`config.mk`:
```
export PLATFORM = sky130hd
export DESIGN_NAME = upd_snoop_ctrl
export DESIGN_NICKNAME = d
export VERILOG_FILES = /design/src/rtl/ucc_pkg.sv /design/src/rtl/ucc_line_array.sv /design/src/rtl/ucc_cpu_side.sv /design/src/rtl/ucc_snoop_side.sv /design/src/rtl/upd_snoop_ctrl.sv
export SDC_FILE = /design/constraint.sdc
export NUM_CORES = 1
export LEC_CHECK = 0
export ABC_AREA = 1
export ABC_CLOCK_PERIOD_IN_PS = 4250
export BUFFER_PORTS_ARGS = -buffer_cell sky130_fd_sc_hd__buf_2
export CORE_ASPECT_RATIO = 1.2
export CORE_MARGIN = 2
export CORE_UTILIZATION = 50
export CTS_CLUSTER_DIAMETER = 40
export DETAILED_ROUTE_END_ITERATION = 10
export HOLD_SLACK_MARGIN = 0.1
export MAX_ROUTING_LAYER = met4
export PLACE_DENSITY = 0.71
export SLEW_MARGIN = 20
export SYNTH_ARGS = -nofsm -noshare
export SYNTH_HDL_FRONTEND = slang
export SYNTH_SLANG_ARGS = --single-unit
```
`constraint.sdc`:
```
create_clock -name clk_i -period 4.25 [get_ports clk_i]
set_input_delay 0.85 -clock clk_i [delete_from_list [all_inputs] [get_ports clk_i]]
set_output_delay 0.85 -clock clk_i [all_outputs]
set_load 0.1 [all_outputs]
```
`src/rtl/ucc_pkg.sv`:
```
`timescale 1ns/1ps
package ucc_pkg;
  // bit 1 = owned, bit 0 = sharable
  typedef enum logic [1:0] {
    ST_UE = 2'd0,
    ST_US = 2'd1,
    ST_OE = 2'd2,
    ST_OS = 2'd3
  } lstate_e;

  typedef enum logic [1:0] {
    BUS_READ   = 2'd0,
    BUS_UPDATE = 2'd1,
    BUS_WBACK  = 2'd2,
    BUS_IDLE   = 2'd3
  } bcmd_e;
endpackage

```
`src/rtl/ucc_line_array.sv`:
```
`timescale 1ns/1ps
module ucc_line_array
  import ucc_pkg::*;
#(
  parameter int LINES  = 4,
  parameter int IDX_W  = 2,
  parameter int TAG_W  = 4,
  parameter int DATA_W = 8,
  parameter int CNT_W  = 3
) (
  input  logic              clk_i,
  input  logic              rst_ni,
  input  logic              cpu_wr_i,
  input  logic [IDX_W-1:0]  cpu_idx_i,
  input  logic              cpu_vld_i,
  input  lstate_e           cpu_st_i,
  input  logic [TAG_W-1:0]  cpu_tag_i,
  input  logic [DATA_W-1:0] cpu_data_i,
  input  logic              snp_wr_i,
  input  logic [IDX_W-1:0]  snp_idx_i,
  input  logic              snp_vld_i,
  input  lstate_e           snp_st_i,
  input  logic [DATA_W-1:0] snp_data_i,
  input  logic [CNT_W-1:0]  snp_cnt_i,
  output logic              vld_o  [LINES],
  output lstate_e           st_o   [LINES],
  output logic [TAG_W-1:0]  tag_o  [LINES],
  output logic [DATA_W-1:0] data_o [LINES],
  output logic [CNT_W-1:0]  cnt_o  [LINES]
);
  for (genvar g = 0; g < LINES; g++) begin : g_line
    localparam logic [IDX_W-1:0] MY_IDX = IDX_W'(g);
    always_ff @(posedge clk_i or negedge rst_ni) begin
      if (!rst_ni) begin
        vld_o[g]  <= 1'b0;
        st_o[g]   <= ST_UE;
        tag_o[g]  <= '0;
        data_o[g] <= '0;
        cnt_o[g]  <= '0;
      end else if (snp_wr_i && snp_idx_i == MY_IDX) begin
        vld_o[g]  <= snp_vld_i;
        st_o[g]   <= snp_st_i;
        data_o[g] <= snp_data_i;
        cnt_o[g]  <= snp_cnt_i;
      end else if (cpu_wr_i && cpu_idx_i == MY_IDX) begin
        vld_o[g]  <= cpu_vld_i;
        st_o[g]   <= cpu_st_i;
        tag_o[g]  <= cpu_tag_i;
        data_o[g] <= cpu_data_i;
        cnt_o[g]  <= '0;
      end
    end
  end
endmodule

```
`src/rtl/ucc_cpu_side.sv`:
```
`timescale 1ns/1ps
module ucc_cpu_side
  import ucc_pkg::*;
#(
  parameter int ADDR_W = 6,
  parameter int IDX_W  = 2,
  parameter int DATA_W = 8,
  localparam int TAG_W = ADDR_W - IDX_W
) (
  input  logic              req_i,
  input  logic              we_i,
  input  logic [ADDR_W-1:0] addr_i,
  input  logic [DATA_W-1:0] wdata_i,
  input  logic              stall_i,
  input  logic              line_vld_i,
  input  lstate_e           line_st_i,
  input  logic [TAG_W-1:0]  line_tag_i,
  input  logic [DATA_W-1:0] line_data_i,
  input  logic [DATA_W-1:0] bus_rdata_i,
  input  logic              bus_shared_i,
  output logic              ready_o,
  output logic [DATA_W-1:0] rdata_o,
  output logic              bus_req_o,
  output logic [1:0]        bus_cmd_o,
  output logic [ADDR_W-1:0] bus_addr_o,
  output logic [DATA_W-1:0] bus_data_o,
  output logic              wr_o,
  output logic              n_vld_o,
  output lstate_e           n_st_o,
  output logic [TAG_W-1:0]  n_tag_o,
  output logic [DATA_W-1:0] n_data_o
);
  logic [TAG_W-1:0] tag;
  logic [IDX_W-1:0] idx;
  logic             hit;

  assign tag = addr_i[ADDR_W-1:IDX_W];
  assign idx = addr_i[IDX_W-1:0];
  assign hit = line_vld_i && (line_tag_i == tag);
  assign rdata_o = hit ? line_data_i : bus_rdata_i;

  always_comb begin
    ready_o    = 1'b0;
    bus_req_o  = 1'b0;
    bus_cmd_o  = BUS_IDLE;
    bus_addr_o = addr_i;
    bus_data_o = wdata_i;
    wr_o       = 1'b0;
    n_vld_o    = line_vld_i;
    n_st_o     = line_st_i;
    n_tag_o    = line_tag_i;
    n_data_o   = line_data_i;
    if (req_i && !stall_i) begin
      if (hit) begin
        ready_o = 1'b1;
        wr_o    = 1'b1;  // also clears the competitive count
        if (we_i) begin
          n_data_o = wdata_i;
          if (line_st_i[0]) begin
            bus_req_o = 1'b1;
            bus_cmd_o = BUS_UPDATE;
            n_st_o    = bus_shared_i ? ST_OS : ST_OE;
          end else begin
            n_st_o = ST_OE;
          end
        end
      end else if (line_vld_i && line_st_i[1]) begin
        bus_req_o  = 1'b1;
        bus_cmd_o  = BUS_WBACK;
        bus_addr_o = {line_tag_i, idx};
        bus_data_o = line_data_i;
        wr_o       = 1'b1;
        n_vld_o    = 1'b0;
      end else begin
        bus_req_o = 1'b1;
        bus_cmd_o = BUS_READ;
        wr_o      = 1'b1;
        n_vld_o   = 1'b1;
        n_tag_o   = tag;
        n_data_o  = bus_rdata_i;
        n_st_o    = bus_shared_i ? ST_US : ST_UE;
        ready_o   = !we_i;
      end
    end
  end
endmodule

```
`src/rtl/ucc_snoop_side.sv`:
```
`timescale 1ns/1ps
module ucc_snoop_side
  import ucc_pkg::*;
#(
  parameter int ADDR_W = 6,
  parameter int IDX_W  = 2,
  parameter int DATA_W = 8,
  parameter int CNT_W  = 3,
  localparam int TAG_W = ADDR_W - IDX_W
) (
  input  logic              valid_i,
  input  logic [1:0]        cmd_i,
  input  logic [ADDR_W-1:0] addr_i,
  input  logic [DATA_W-1:0] data_i,
  input  logic [CNT_W-1:0]  thr_i,
  input  logic              line_vld_i,
  input  lstate_e           line_st_i,
  input  logic [TAG_W-1:0]  line_tag_i,
  input  logic [DATA_W-1:0] line_data_i,
  input  logic [CNT_W-1:0]  line_cnt_i,
  output logic              hit_o,
  output logic              shared_o,
  output logic              supply_o,
  output logic [DATA_W-1:0] sdata_o,
  output logic              wr_o,
  output logic              n_vld_o,
  output lstate_e           n_st_o,
  output logic [DATA_W-1:0] n_data_o,
  output logic [CNT_W-1:0]  n_cnt_o
);
  logic [CNT_W-1:0] cnt_inc;

  assign hit_o   = valid_i && line_vld_i && (line_tag_i == addr_i[ADDR_W-1:IDX_W]);
  assign sdata_o = line_data_i;
  assign cnt_inc = (line_cnt_i == '1) ? line_cnt_i : line_cnt_i + 1'b1;

  always_comb begin
    shared_o = 1'b0;
    supply_o = 1'b0;
    wr_o     = 1'b0;
    n_vld_o  = line_vld_i;
    n_st_o   = line_st_i;
    n_data_o = line_data_i;
    n_cnt_o  = line_cnt_i;
    if (hit_o) begin
      if (cmd_i == BUS_READ) begin
        shared_o = 1'b1;
        supply_o = line_st_i[1];
        wr_o     = 1'b1;
        n_st_o   = line_st_i[1] ? ST_OS : ST_US;
      end else if (cmd_i == BUS_UPDATE) begin
        wr_o = 1'b1;
        if (thr_i != '0 && cnt_inc >= thr_i) begin
          n_vld_o = 1'b0;  // competitive drop: peer keeps sole copy
        end else begin
          shared_o = 1'b1;
          n_st_o   = ST_US;
          n_data_o = data_i;
          n_cnt_o  = cnt_inc;
        end
      end
    end
  end
endmodule

```
`src/rtl/upd_snoop_ctrl.sv`:
```
`timescale 1ns/1ps
module upd_snoop_ctrl
  import ucc_pkg::*;
#(
  parameter int LINES  = 4,
  parameter int ADDR_W = 6,
  parameter int DATA_W = 8,
  parameter int CNT_W  = 3,
  localparam int IDX_W = $clog2(LINES),
  localparam int TAG_W = ADDR_W - IDX_W
) (
  input  logic              clk_i,
  input  logic              rst_ni,
  input  logic [CNT_W-1:0]  thr_i,
  input  logic              cpu_req_i,
  input  logic              cpu_we_i,
  input  logic [ADDR_W-1:0] cpu_addr_i,
  input  logic [DATA_W-1:0] cpu_wdata_i,
  output logic              cpu_ready_o,
  output logic [DATA_W-1:0] cpu_rdata_o,
  output logic              bus_req_o,
  output logic [1:0]        bus_cmd_o,
  output logic [ADDR_W-1:0] bus_addr_o,
  output logic [DATA_W-1:0] bus_data_o,
  input  logic [DATA_W-1:0] bus_rdata_i,
  input  logic              bus_shared_i,
  input  logic              snp_valid_i,
  input  logic [1:0]        snp_cmd_i,
  input  logic [ADDR_W-1:0] snp_addr_i,
  input  logic [DATA_W-1:0] snp_data_i,
  output logic              snp_shared_o,
  output logic              snp_supply_o,
  output logic [DATA_W-1:0] snp_data_o
);
  logic              vld  [LINES];
  lstate_e           st   [LINES];
  logic [TAG_W-1:0]  tag  [LINES];
  logic [DATA_W-1:0] data [LINES];
  logic [CNT_W-1:0]  cnt  [LINES];

  logic [IDX_W-1:0]  c_idx, s_idx;
  logic              collide;
  logic              c_wr, c_vld, s_wr, s_vld, snp_hit;
  lstate_e           c_st, s_st;
  logic [TAG_W-1:0]  c_tag;
  logic [DATA_W-1:0] c_data, s_data;
  logic [CNT_W-1:0]  s_cnt;

  assign c_idx   = cpu_addr_i[IDX_W-1:0];
  assign s_idx   = snp_addr_i[IDX_W-1:0];
  assign collide = snp_valid_i && (s_idx == c_idx);

  ucc_cpu_side #(.ADDR_W(ADDR_W), .IDX_W(IDX_W), .DATA_W(DATA_W)) u_cpu (
    .req_i(cpu_req_i), .we_i(cpu_we_i), .addr_i(cpu_addr_i), .wdata_i(cpu_wdata_i),
    .stall_i(collide),
    .line_vld_i(vld[c_idx]), .line_st_i(st[c_idx]), .line_tag_i(tag[c_idx]),
    .line_data_i(data[c_idx]),
    .bus_rdata_i(bus_rdata_i), .bus_shared_i(bus_shared_i),
    .ready_o(cpu_ready_o), .rdata_o(cpu_rdata_o),
    .bus_req_o(bus_req_o), .bus_cmd_o(bus_cmd_o), .bus_addr_o(bus_addr_o),
    .bus_data_o(bus_data_o),
    .wr_o(c_wr), .n_vld_o(c_vld), .n_st_o(c_st), .n_tag_o(c_tag), .n_data_o(c_data)
  );

  ucc_snoop_side #(.ADDR_W(ADDR_W), .IDX_W(IDX_W), .DATA_W(DATA_W), .CNT_W(CNT_W)) u_snp (
    .valid_i(snp_valid_i), .cmd_i(snp_cmd_i), .addr_i(snp_addr_i), .data_i(snp_data_i),
    .thr_i(thr_i),
    .line_vld_i(vld[s_idx]), .line_st_i(st[s_idx]), .line_tag_i(tag[s_idx]),
    .line_data_i(data[s_idx]), .line_cnt_i(cnt[s_idx]),
    .hit_o(snp_hit), .shared_o(snp_shared_o), .supply_o(snp_supply_o),
    .sdata_o(snp_data_o),
    .wr_o(s_wr), .n_vld_o(s_vld), .n_st_o(s_st), .n_data_o(s_data), .n_cnt_o(s_cnt)
  );

  ucc_line_array #(
    .LINES(LINES), .IDX_W(IDX_W), .TAG_W(TAG_W), .DATA_W(DATA_W), .CNT_W(CNT_W)
  ) u_lines (
    .clk_i(clk_i), .rst_ni(rst_ni),
    .cpu_wr_i(c_wr), .cpu_idx_i(c_idx), .cpu_vld_i(c_vld), .cpu_st_i(c_st),
    .cpu_tag_i(c_tag), .cpu_data_i(c_data),
    .snp_wr_i(s_wr), .snp_idx_i(s_idx), .snp_vld_i(s_vld), .snp_st_i(s_st),
    .snp_data_i(s_data), .snp_cnt_i(s_cnt),
    .vld_o(vld), .st_o(st), .tag_o(tag), .data_o(data), .cnt_o(cnt)
  );
endmodule

```
Word-level counts from Yosys, hierarchy flattened --
Index checks and enable logic that the tools add are counted.
Storage, ports and cells: register bits 72, input bits 47, output and inout port bits 36, word-level logic and storage cells 193
Operators by class: add/subtract/negate cells 1, magnitude comparators 3, equality and inequality tests 11, multiplexer cells 123, bitwise operators 6, reductions and logical operators 29
Operators by type and width (number):
- $mux W8 | 24
- $mux W2 | 27
- $mux W3 | 15
- $mux W1 | 38
- $bmux W8 S2 | 2
- $mux W4 | 7
- $mux W6 | 3
- $bmux W4 S2 | 2
- $logic_and A1 B1 Y1 | 15
- $bmux W2 S2 | 2
- $eq A2 B2 Y1 const B | 4
- $eq A4 B4 Y1 | 2
- $reduce_and A2 Y1 | 4
- $reduce_bool A2 Y1 | 4
- $bmux W3 S2 | 1
- $eq A2 B1 Y1 const B | 3
- $ge A3 B3 Y1 const B | 2
- $logic_not A2 Y1 | 3
- $not A2 Y3 | 2
- $bmux W1 S2 | 2
- $not A1 Y1 | 4
- $add A3 B1 Y3 const B | 1
- $eq A3 B3 Y1 const B | 1
- $ge A3 B3 Y1 | 1
- 3 further kinds | 4

Longest topological paths before layout --
Gate-level depths: netlist of run 1.
word-level depth 13, depth in mapped cells 23, gate-level depth less buffers 23

Cells and area by module --
From an unflattened synthesis of run 1, not the netlist that was laid out.
Unflattened totals: cells, all modules 1087, area, all modules 6453.7 um^2
By module, submodules not included:
- ucc_line_array | instances 1, cells each 376, area an instance 3299.4 um^2, sequential area each 1801.7 um^2
- upd_snoop_ctrl | instances 1, cells each 333, area an instance 1390.1 um^2, sequential area each 0.0 um^2
- ucc_cpu_side | instances 1, cells each 267, area an instance 1218.7 um^2, sequential area each 0.0 um^2
- ucc_snoop_side | instances 1, cells each 111, area an instance 545.5 um^2, sequential area each 0.0 um^2

Worst setup path before layout of run 1 --
OpenSTA, ideal clock, no wires.
kind input -> output, start in cpu_addr_i[1], end out bus_cmd_o[1], arrival 4.842 ns, data required time 3.400 ns, setup slack -1.442 ns, stages on the path 12, path buffers 3, path through buf_4 > inv_2 > nor2_1 > a21oi_1 > nor2b_1 > nor2_1 > nand3_1 > buf_4 > buf_4 > nand2_1 > o21ai_1 > nand2_1
Between the ends: longest elaborated chain between the ends 8, elaborated cells on any way between the ends 22, those cells by class eq/ne (2); mux (14); bitwise (1); reduce/logical (5)
Ends and longest elaborated chain:
- from (decl) | RTL line upd_snoop_ctrl.sv:17 | input logic [ADDR_W-1:0] cpu_addr_i,
- $not A2 Y3 (not written as such) | RTL line upd_snoop_ctrl.sv:56 | .line_vld_i(vld[c_idx]), .line_st_i(st[c_idx]), .line_tag_i(tag[c_idx]),
- $bmux W4 S2, or another cell as far along | RTL line upd_snoop_ctrl.sv:56
- $mux W4 (not written as such), or another cell as far along (2 in series) | RTL line upd_snoop_ctrl.sv:56
- $eq A4 B4 Y1, or another cell as far along | RTL line ucc_cpu_side.sv:39 | assign hit = line_vld_i && (line_tag_i == tag);
- $logic_and A1 B1 Y1, or another cell as far along | RTL line ucc_cpu_side.sv:39
- $mux W2 | RTL line ucc_cpu_side.sv:54 | if (hit) begin
- $mux W2 * | RTL line ucc_cpu_side.sv:53 | if (req_i && !stall_i) begin
- to (decl) | RTL line upd_snoop_ctrl.sv:22 | output logic [1:0] bus_cmd_o,
Mark *: on every way between the ends. The rest lies on a longest branch, timed or not. The select of a mux whose other input is x is not followed.

Final worst setup path of run 1 --
start in snp_addr_i[1], end out snp_shared_o
Between the ends: longest elaborated chain between the ends 12, elaborated cells on any way between the ends 22, those cells by class add/sub (1); order compare (1); eq/ne (2); mux (14); bitwise (1); reduce/logical (3)
Ends and longest elaborated chain:
- from (decl) | RTL line upd_snoop_ctrl.sv:29 | input logic [ADDR_W-1:0] snp_addr_i,
- $not A2 Y3 (not written as such) * | RTL line upd_snoop_ctrl.sv:68, upd_snoop_ctrl.sv:69
- $bmux W3 S2 | RTL line upd_snoop_ctrl.sv:69 | .line_data_i(data[s_idx]), .line_cnt_i(cnt[s_idx]),
- $mux W3 (not written as such) (2 in series) | RTL line upd_snoop_ctrl.sv:69
- $add A3 B1 Y3 or $eq A3 B3 Y1 (tied branches) | RTL line ucc_snoop_side.sv:35 | assign cnt_inc = (line_cnt_i == '1) ? line_cnt_i : line_cnt_i + 1'b1;
- $mux W3 | RTL line ucc_snoop_side.sv:35
- $ge A3 B3 Y1 | RTL line ucc_snoop_side.sv:53 | if (thr_i != '0 && cnt_inc >= thr_i) begin
- $logic_and A1 B1 Y1 | RTL line ucc_snoop_side.sv:53
- $mux W1 | RTL line ucc_snoop_side.sv:53
- $mux W1 | RTL line ucc_snoop_side.sv:51 | end else if (cmd_i == BUS_UPDATE) begin
- $mux W1 | RTL line ucc_snoop_side.sv:46 | if (cmd_i == BUS_READ) begin
- $mux W1 * | RTL line ucc_snoop_side.sv:45 | if (hit_o) begin
- to (decl) | RTL line upd_snoop_ctrl.sv:31 | output logic snp_shared_o,
Marked as above.

==> results of run 1 <==
[power by group through the flow]
stage                     sequential [mW]  clock (mW)  combinational [mW]
after CTS                           0.961       0.703                1.23
after detailed placement            0.973           0                1.23
after floorplan                     0.931           0               0.901
final                               0.970       0.705                1.24
after global routing                0.980       0.736                1.35
after global placement              0.972           0                1.22
[layout make-up]
type | instances | area (um2) | area share
clock buffers | 10 | 229 | 0.0334
clock inverters | 6 | 43.8 | 0.00639
inverters | 60 | 230 | 0.0336
multi-input cells | 738 | 3390 | 0.495
flip-flops and latches | 72 | 1800 | 0.263
well taps | 132 | 165 | 0.0241
repair buffers | 109 | 992 | 0.145
[state kept, by name, indices dropped and copies added (netlist names)]
register	cells
u_lines.st_o	8
u_lines.data_o	32
u_lines.vld_o	4
u_lines.cnt_o	12
u_lines.tag_o	16
[metal layers]
metal,global-route usage,share of wire,vias up
li1,-,-,3179
met1,0.420,0.38,3086
met2,0.550,0.49,350
met3,0.0553,0.082,87
met4,0.157,0.045,0
met5,-,0,-
[per-stage QoR]
stage | total power, mW | hold WS [ns]
3_3_place_gp | 2.19 | 0.490
3_5_place_dp | 2.20 | 0.499
4_1_cts | 2.90 | 0.516
5_1_grt | 3.06 | 0.531
6_report | 2.91 | 0.511
2_1_floorplan | 1.83 | 0.471
[worst paths after layout]
kind	end	slack (ns)
max in group asynchronous	u_lines.st_o[4]	2.65
min in group asynchronous	u_lines.tag_o[10]	0.60
worst max register to register	u_lines.cnt_o[9]	1.34
worst min register to register	u_lines.cnt_o[7]	0.51
worst min-delay path	u_lines.cnt_o[7]	0.51
worst max-delay path	snp_shared_o	0.19
[cells in the final DEF (no fill, tap or decap), types with 4 or more instances in the layout]
cell type	instances
a21oi_1	8
a22oi_1	7
buf_12	25
buf_2	57
buf_4	26
clkbuf_16	9
dfrtp_1	72
ha_1	4
inv_1	42
inv_2	14
nand2_1	425
nand3_1	140
nand3_2	8
nand3b_1	8
nand4_1	55
nor2_1	24
nor2_2	4
o21ai_0	14
o21ai_1	18
[worst register-to-register path, stage by stage (launching register included)]
cell	delay, ns
dfrtp_1	0.40
a22o_1	0.24
nor3_2	0.15
inv_1	0.07
ha_1	0.21
nand2_1	0.13
nand2_1	0.06
nand2_1	0.08
ha_1	0.24
nand3_1	0.08
o211ai_1	0.10
nand2_2	0.09
clkinv_2	0.05
buf_4	0.16
nor2_1	0.14
inv_1	0.06
nor2_1	0.19
nand2_1	0.17
nand3_1	0.11
nand2_1	0.05
[logic make-up after synthesis]
logic type,count (synthesis),share of synthesized area
buffers and inverters,99,0.0809
XOR/XNOR,1,0.00156
AO/OA/AOI/OAI,58,0.0597
flip-flops,72,0.321
AND/OR/NAND/NOR,675,0.528
adder cells (fa/ha/maj),4,0.00891
==> impl_metrics.py, run 1 <==
metrics = {
    "route": {
        "wl_um": 19600,
        "wl_per_cell_um": 17.4,
        "drtIter0Drc": 581,
        "drc_errors": 0,
        "dr_total_vias": 6702,
        "first_pass_iters": 6,
        "routed_via_density": 5.95,
        "ant_nets": 0,
    },
    "critical_path": {
        "crit_type": "in2out",
        "critPathTopFamily": "simple AND/OR/NAND/NOR gates",
        "crit_top_cell": "nand2_1",
        "r2r-start": "u_lines.cnt_o[9]",
        "crit_arrival_ns": 3.21,
        "cp_slowest_cell": "ha_1",
        "slowest_delay_ns": 0.30,
        "worst-path-max-fanout": 15,
        "crit_start": "snp_addr_i[1]",
        "cp-start-kind": "input port",
        "end_kind": "primary output",
        "cp_num_cells": 18,
        "crit_chain": "buf_2 > nor2_1 > buf_6 > a22oi_1 > nand2_1 > ha_1 > nand2_1 > nand2_1 > nand2_1 > ha_1 > nand2_1 > o211ai_1 > nand2_2 > clkinv_2 > a21oi_1 > nand2_1 > clkinvlp_4 > buf_12",
        "ff2ff_path_depth": 19,
        "required_ns": 3.40,
        "cp_num_buf_inv": 5,
    },
    "global_route": {
        "grt_pass1_vias": 6241,
        "antenna_found_initial": 0,
        "grt_usage": 0.342,
        "grt_pass1_wl_um": 31500,
        "grt_max_degree": 38,
        "overflow": 0,
    },
    "timing": {
        "finalCritPeriodShare": 0.955,
        "fmax_mhz": 246,
        "hold_viol": 0,
        "worstMarginPinSlew_ns": 0.800,
        "finalMaxSlewViolations": 0,
        "maxSlewHeadroom": 0.466,
        "rsz0062_at_grt": "no",
        "clock_skew_ns": 0.00937,
        "tns_ns": 0,
        "worst_slack_ns": 0.193,
        "setup_viol": 0,
        "min_period_ns": 4.06,
    },
    "outcome": {
        "outcome": "finished, final reports clean",
    },
    "clock_network": {
        "cts_made_buffers": 9,
        "cts_tree": "yes",
        "cts_hold_buf": 0,
        "cts_buffer_depth": 2,
        "clock-root-buffer": "clkbuf_16",
        "clkLatencyLatePin_ns": 0.34,
        "htreeDepth": 3,
        "clock-sinks": 72,
        "post-cts-setup-buffers": 0,
        "path_clk_slew_ns": 0.06,
        "ctsResizeCount": 0,
    },
    "logic_synthesis": {
        "syn-num-nets": 960,
        "syn_area_um2": 5620,
        "synth.area.top_cells": "dfrtp_1 32%, nand2_1 28%, nand3_1 13%",
        "synth_seq_cells": 72,
        "synth.top_cell.area_share": 0.321,
        "ys_seq_area_frac": 0.321,
        "ys.warnings.count": 0,
        "synth-main-ff-cell": "dfrtp_1",
        "syn_avg_cell_area_um2": 6.18,
        "syn-instance-count": 909,
        "yosys.area.top_type": "dfrtp_1",
        "ys_types": 33,
        "ys_async_sr_fraction": 1.00,
        "synth_enable_flop_cells": 0,
        "yosysMostFrequentCell": "nand2_1",
        "synth_commonest_cells": "426 x nand2_1, 141 x nand3_1, 72 x dfrtp_1, 55 x nand4_1, 43 x inv_1",
    },
    "power_and_ir_drop": {
        "combinationalPowerShare": 0.425,
        "max-vdd-ir-drop_v": 0.000229,
        "power.clock.fraction": 0.242,
        "switching_power_mw": 1.32,
        "p_int_mw": 1.59,
        "powerDensity_nw_per_um2": 425,
        "leakagePower_nw": 3.59,
        "p_sw_frac": 0.452,
        "p_seq_frac": 0.333,
    },
    "placement": {
        "port_buffers": 82,
        "gp_congestion": 0.935,
        "preCtsSetupSlack_ns": 0.189,
        "place_inst": 1111,
        "dp_hpwl_um": 14100,
        "postPlaceCellArea_um2": 6560,
    },
    "floorplan": {
        "core_um2": 11000,
        "fp.dieW_um": 101,
        "dieHeight_um": 120,
        "rows": 42,
        "pin_count": 83,
        "die_area_um2": 12100,
        "initial_core_util": 0.511,
    },
    "final_layout": {
        "finalNonFillerCells": 1127,
        "final_util": 0.624,
        "fillers": 1046,
        "syn_to_final_growth_pct": 22.1,
        "final_area_um2": 6850,
        "antenna_cells": 0,
        "drive_gt1_frac": 0.166,
        "layout.nets": 1041,
    },
    "worst_hold_path": {
        "hold_path_class": "reg2reg",
        "hold_path_startpoint": "u_lines.cnt_o[7]",
        "hold_depth": 2,
    },
    "flow_run": {
        "drv_cap": 0,
    },
}
(Power assumes the default switching activity.)
==> run 2, diff against run 1 <==
ABC_AREA = unset   (was 1)
PLACE_DENSITY = 0.72   (was 0.71)
==> impl_metrics.py, run 2 <==
metrics = {
    "power_and_ir_drop": {
        "p_seq_frac": 0.324,
        "powerDensity_nw_per_um2": 445,
        "power.clock.fraction": 0.242,
        "switching_power_mw": 1.21,
        "combinationalPowerShare": 0.435,
        "p_int_mw": 1.67,
        "max-vdd-ir-drop_v": 0.000296,
        "leakagePower_nw": 2.73,
        "p_sw_frac": 0.420,
    },
    "final_layout": {
        "syn_to_final_growth_pct": 23.4,
        "antenna_cells": 0,
        "layout.nets": 636,
        "largest_register": "u_lines.data_o",
        "final_common_cell": "nand3_1",
        "finalNonFillerCells": 719,
        "final_util": 0.626,
        "drive_gt1_frac": 0.349,
        "layout_common_cells": "99 x nand3_1, 72 x dfrtp_1, 57 x buf_2, 39 x o211ai_1",
        "final_area_um2": 6480,
        "reg_top3": "u_lines.data_o x32, u_lines.tag_o x16, u_lines.cnt_o x12",
        "fillers": 856,
        "largest_reg_flops": 32,
    },
    "critical_path": {
        "crit_arrival_ns": 3.28,
        "cp-start-kind": "input port",
        "crit_type": "in2out",
        "worst-path-max-fanout": 4,
        "end_kind": "primary output",
        "required_ns": 3.40,
    },
    "logic_synthesis": {
        "yosysMostFrequentCell": "nand3_1",
        "synth_commonest_cells": "99 x nand3_1, 72 x dfrtp_1, 39 x o211ai_1, 30 x nand2_1, 29 x mux4_2",
        "post_synth_and_or_nand_nor_area_fraction": 0.160,
        "synth_xor_area_frac": 0.0231,
        "synth_seq_cells": 72,
        "yosys.area.top_type": "dfrtp_1",
        "synth.top_cell.area_share": 0.343,
        "syn-num-nets": 564,
        "ys_types": 49,
        "synth.area.top_cells": "dfrtp_1 34%, mux4_2 12%, nand3_1 9.4%",
        "ys.warnings.count": 0,
        "synth_top_family_by_area": "multiplexers",
        "synth_enable_flop_cells": 0,
        "ys_seq_area_frac": 0.343,
        "syn-instance-count": 513,
        "synth-main-ff-cell": "dfrtp_1",
        "syn_area_um2": 5250,
        "syn_avg_cell_area_um2": 10.2,
        "ys_async_sr_fraction": 1.00,
        "yosys.area_share.adder": 0.00953,
        "synth_compound_area_frac": 0.179,
        "yosys-mux-area-fraction": 0.231,
    },
    "route": {
        "drc_errors": 0,
        "dr_total_vias": 4792,
        "wl_um": 15500,
        "drtIter0Drc": 419,
        "ant_nets": 0,
        "wl_per_cell_um": 21.6,
        "routed_via_density": 6.66,
        "first_pass_iters": 7,
    },
    "global_route": {
        "grt_max_degree": 55,
        "grt_pass1_vias": 4696,
        "grt_usage": 0.287,
        "antenna_found_initial": 0,
        "grt_pass1_wl_um": 24500,
        "overflow": 0,
    },
    "timing": {
        "worstMarginPinSlew_ns": 1.04,
        "maxSlewHeadroom": 0.301,
        "min_period_ns": 4.13,
        "clock_skew_ns": 0.00666,
        "rsz0062_at_grt": "no",
        "setup_viol": 0,
        "tns_ns": 0,
        "fmax_mhz": 242,
        "finalMaxSlewViolations": 0,
        "finalCritPeriodShare": 0.971,
        "hold_viol": 0,
    },
    "floorplan": {
        "pin_count": 83,
        "initial_core_util": 0.507,
        "die_area_um2": 11300,
        "core_um2": 10400,
        "fp.dieW_um": 97.6,
        "rows": 41,
        "dieHeight_um": 116,
    },
    "placement": {
        "dp_hpwl_um": 11000,
        "port_buffers": 82,
        "gp_congestion": 0.915,
        "place_inst": 702,
        "postPlaceCellArea_um2": 6190,
    },
    "clock_network": {
        "cts_hold_buf": 0,
        "clkLatencyLatePin_ns": 0.34,
        "cts_tree": "yes",
        "path_clk_slew_ns": 0.06,
        "cts_buffer_depth": 2,
        "htreeDepth": 3,
        "clock-sinks": 72,
        "cts_made_buffers": 9,
        "clock-root-buffer": "clkbuf_16",
    },
    "outcome": {
        "outcome": "finished, final reports clean",
    },
    "flow_run": {
        "drv_cap": 0,
    },
    "worst_hold_path": {
        "hold_path_class": "in2async",
    },
}
[run 2: logic make-up after synthesis]
group                      Yosys count
and+or+nand+nor                    167
AOI/OAI and AO/OA                  120
muxes                               82
DFF                                 72
buffers and inverters               55
xor gates and xnor gates            13
adders and majority gates            4
[run 2: path summary, 6_finish.rpt]
check / startpoint / end / slack, ns / cells after the start
max reg2reg: u_lines.cnt_o[1] / u_lines.data_o[26] / 0.81 / 12
max in group asynchronous: rst_ni / u_lines.tag_o[14] / 2.74 / 2
min in group clk_i: u_lines.cnt_o[0] / u_lines.cnt_o[0] / 0.51 / 2
min reg2reg: u_lines.cnt_o[0] / u_lines.cnt_o[0] / 0.51 / 2
max: snp_addr_i[0] / snp_shared_o / 0.12 / 11
min: rst_ni / u_lines.cnt_o[11] / 0.45 / 1
[run 2: worst max-delay path: stages]
cell,delay [ns]
buf_2,0.17
mux4_2,0.56
ha_2,0.23
nand2_2,0.09
mux2_2,0.36
ha_1,0.18
a21o_1,0.18
a31oi_2,0.18
nor2_1,0.11
a21oi_4,0.17
buf_12,0.19
[run 2: through the flow]
step / hold WS (ns) / setup slack (ns) / power, mW
finish: 0.450 / 0.123 / 2.88
global route: 0.485 / 0.0232 / 3.01
CTS: 0.463 / 0.0306 / 2.88
detailed placement: 0.493 / 0.0320 / 2.19
global placement: 0.480 / 0.0839 / 2.15
floorplan: 0.464 / -0.153 / 1.86
[run 2: per-layer routing]
| metal | up-vias | routed length [um] | GRT usage |
|---|---|---|---|
| met2 | 265 | 7680 | 0.459 |
| li1 | 2120 | - | - |
| met1 | 2355 | 5850 | 0.358 |
| met5 | - | 0 | - |
| met3 | 52 | 1270 | 0.0371 |
| met4 | 0 | 694 | 0.158 |
[run 2: power groups by stage]
stage	Sequential [mW]	Combinational, mW	Clock, mW
after floorplan	0.910	0.948	0
after global placement	0.932	1.22	0
after detailed placement	0.944	1.24	0
after CTS	0.931	1.25	0.702
after global routing	0.951	1.33	0.728
final	0.934	1.25	0.697
[run 2: repair_timing]
item	CTS	global route
setup endpoints to repair	0	1
setup buffers	0	1
resized for setup	0	2
[run 2: layout make-up]
| cell class | instances | area, um2 | area share |
|---|---|---|---|
| clock inverter | 6 | 43.8 | 0.00676 |
| sequential | 72 | 1800 | 0.278 |
| tap | 129 | 161 | 0.0249 |
| timing repair buffer | 109 | 1000 | 0.154 |
| inverter | 7 | 26.3 | 0.00405 |
| multi-input combinational | 386 | 3220 | 0.497 |
| clock buffer | 10 | 229 | 0.0353 |
==> run 3, diff against run 2 <==
--- a/config.mk
+++ b/config.mk
@@ -9,5 +9,5 @@
 export BUFFER_PORTS_ARGS = -buffer_cell sky130_fd_sc_hd__buf_2
 export CORE_ASPECT_RATIO = 1.2
-export CORE_MARGIN = 2
+export CORE_MARGIN = 1.5
 export CORE_UTILIZATION = 50
 export CTS_CLUSTER_DIAMETER = 40
==> constraint.sdc (replaced) <==
create_clock -name clk_i -period 4.25 [get_ports clk_i]
set_input_delay 0.85 -clock clk_i [delete_from_list [all_inputs] [get_ports clk_i]]
set_output_delay 0.85 -clock clk_i [all_outputs]
set_load 0.05 [all_outputs]
==> impl_metrics.py, run 3 (synthesis results as in run 2) <==
metrics = {
    "placement": {
        "preCtsSetupSlack_ns": -0.00119,
        "port_buffers": 82,
        "dp_hpwl_um": 10800,
        "gp_congestion": 0.871,
        "place_inst": 701,
    },
    "power_and_ir_drop": {
        "max-vdd-ir-drop_v": 0.000303,
        "leakagePower_nw": 2.61,
        "powerDensity_nw_per_um2": 446,
        "power.total_mw": 2.72,
    },
    "final_layout": {
        "largest_reg_flops": 32,
        "antenna_cells": 0,
        "reg_top3": "u_lines.data_o x32, u_lines.tag_o x16, u_lines.cnt_o x12",
        "layout.nets": 637,
        "fillers": 881,
        "layout_common_cells": "99 x nand3_1, 81 x buf_2, 72 x dfrtp_1, 39 x o211ai_1, 30 x nand2_1",
        "largest_register": "u_lines.data_o",
        "syn_to_final_growth_pct": 16.4,
        "drive_gt1_frac": 0.340,
        "final_common_cell": "nand3_1",
        "finalNonFillerCells": 717,
    },
    "critical_path": {
        "r2r-start": "u_lines.cnt_o[1]",
        "slowest_delay_ns": 0.53,
        "ff2ff_path_depth": 13,
        "worst-path-max-fanout": 4,
        "required_ns": 3.40,
        "end_kind": "primary output",
        "cp_slowest_cell": "mux4_2",
        "crit_chain": "buf_2 > mux4_2 > ha_1 > nand2_1 > mux2_2 > ha_1 > a21o_1 > a31oi_1 > nor2_1 > a21oi_4 > buf_6",
        "cp_num_buf_inv": 2,
        "r2r_setup_slack_ns": 0.65,
        "crit_top_cell": "ha_1",
        "cp-start-kind": "input port",
        "crit_type": "in2out",
        "critPathTopFamily": "multiplexers",
        "reg2reg_to": "u_lines.data_o[0]",
        "crit_arrival_ns": 3.28,
    },
    "clock_network": {
        "path_clk_slew_ns": 0.05,
        "clkLatencyLatePin_ns": 0.34,
        "post-cts-setup-buffers": 0,
        "clock-root-buffer": "clkbuf_16",
        "cts_made_buffers": 9,
        "cts_buffer_depth": 2,
        "cts_hold_buf": 0,
        "cts_tree": "yes",
        "htreeDepth": 3,
        "clock-sinks": 72,
        "ctsResizeCount": 0,
    },
    "route": {
        "wl_per_cell_um": 21.3,
        "drtIter0Drc": 379,
        "wl_um": 15300,
        "ant_nets": 0,
        "routed_via_density": 6.61,
        "first_pass_iters": 5,
        "drc_errors": 0,
        "dr_total_vias": 4737,
    },
    "worst_hold_path": {
        "hold_path_startpoint": "u_lines.cnt_o[3]",
        "hold_depth": 2,
        "min_to": "u_lines.cnt_o[3]",
        "hold_path_class": "reg2reg",
    },
    "outcome": {
        "outcome": "finished, final reports clean",
    },
    "timing": {
        "clock_skew_ns": 0.0105,
        "fmax_mhz": 242,
        "finalCritPeriodShare": 0.973,
        "worstMarginPinSlew_ns": 0.869,
        "maxSlewHeadroom": 0.418,
        "worst_slack_ns": 0.115,
        "rsz0062_at_grt": "no",
        "setup_viol": 0,
        "finalMaxSlewViolations": 0,
        "min_period_ns": 4.13,
        "hold_viol": 0,
    },
    "global_route": {
        "overflow": 0,
        "grt_pass1_vias": 4684,
        "grt_pass1_wl_um": 24300,
        "antenna_found_initial": 0,
        "grt_max_degree": 31,
        "grt_usage": 0.300,
    },
    "flow_run": {
        "drv_cap": 0,
    },
    "floorplan": {
        "fp.dieW_um": 96.6,
        "rows": 40,
        "dieHeight_um": 115,
        "pin_count": 83,
        "core_um2": 10100,
        "initial_core_util": 0.520,
        "die_area_um2": 11100,
    },
}
==> run 3: worst max path at each step <==
stage	from	to	slack (ns)	cells after the start
finish	snp_addr_i[0]	snp_shared_o	0.12	11
global route	snp_addr_i[0]	snp_shared_o	0.004	11
CTS	snp_addr_i[0]	snp_shared_o	0.02	11
detailed placement	snp_addr_i[0]	u_lines.data_o[31]	-0.001	14
global placement	snp_addr_i[0]	snp_shared_o	0.12	11
floorplan	snp_addr_i[0]	snp_shared_o	0.02	11
==> run 3: per-stage QoR <==
stage	setup TNS [ns]	hold slack, ns	area, um2	utilization
global placement	0	0.485	5800	0.574
global route	0	0.536	6120	0.605
finish	0	0.505	6120	0.605
floorplan	0	0.464	5260	-
CTS	0	0.506	6110	0.604
detailed placement	-0.00119	0.494	5800	0.574
==> run 3: where the power goes <==
| group | switching [mW] | internal [mW] |
|---|---|---|
| combinational | 0.620 | 0.387 |
| clock | 0.296 | 0.484 |
| sequential | 0.109 | 0.829 |
==> run 3: area by class of cell <==
cell class	instances	area, um2	area share
sequential	72	1800	0.295
tap	126	158	0.0258
inverter	7	26.3	0.00430
multi-input combinational	386	3180	0.520
clock inverter	5	55.1	0.00900
clock buffer	11	253	0.0413
timing repair buffer	110	639	0.105
==> run 3: metal layers <==
metal | routed length, um | global-route usage | vias up
li1 | - | - | 2126
met4 | 632 | 0.147 | 0
met3 | 1030 | 0.0589 | 40
met5 | 0 | - | -
met2 | 7600 | 0.468 | 219
met1 | 5990 | 0.371 | 2352
==> run 3: worst min-delay path: stages, from the launching register on <==
cell and delay, ns:
dfrtp_1 0.33, nand3_1 0.06, o21ai_1 0.07
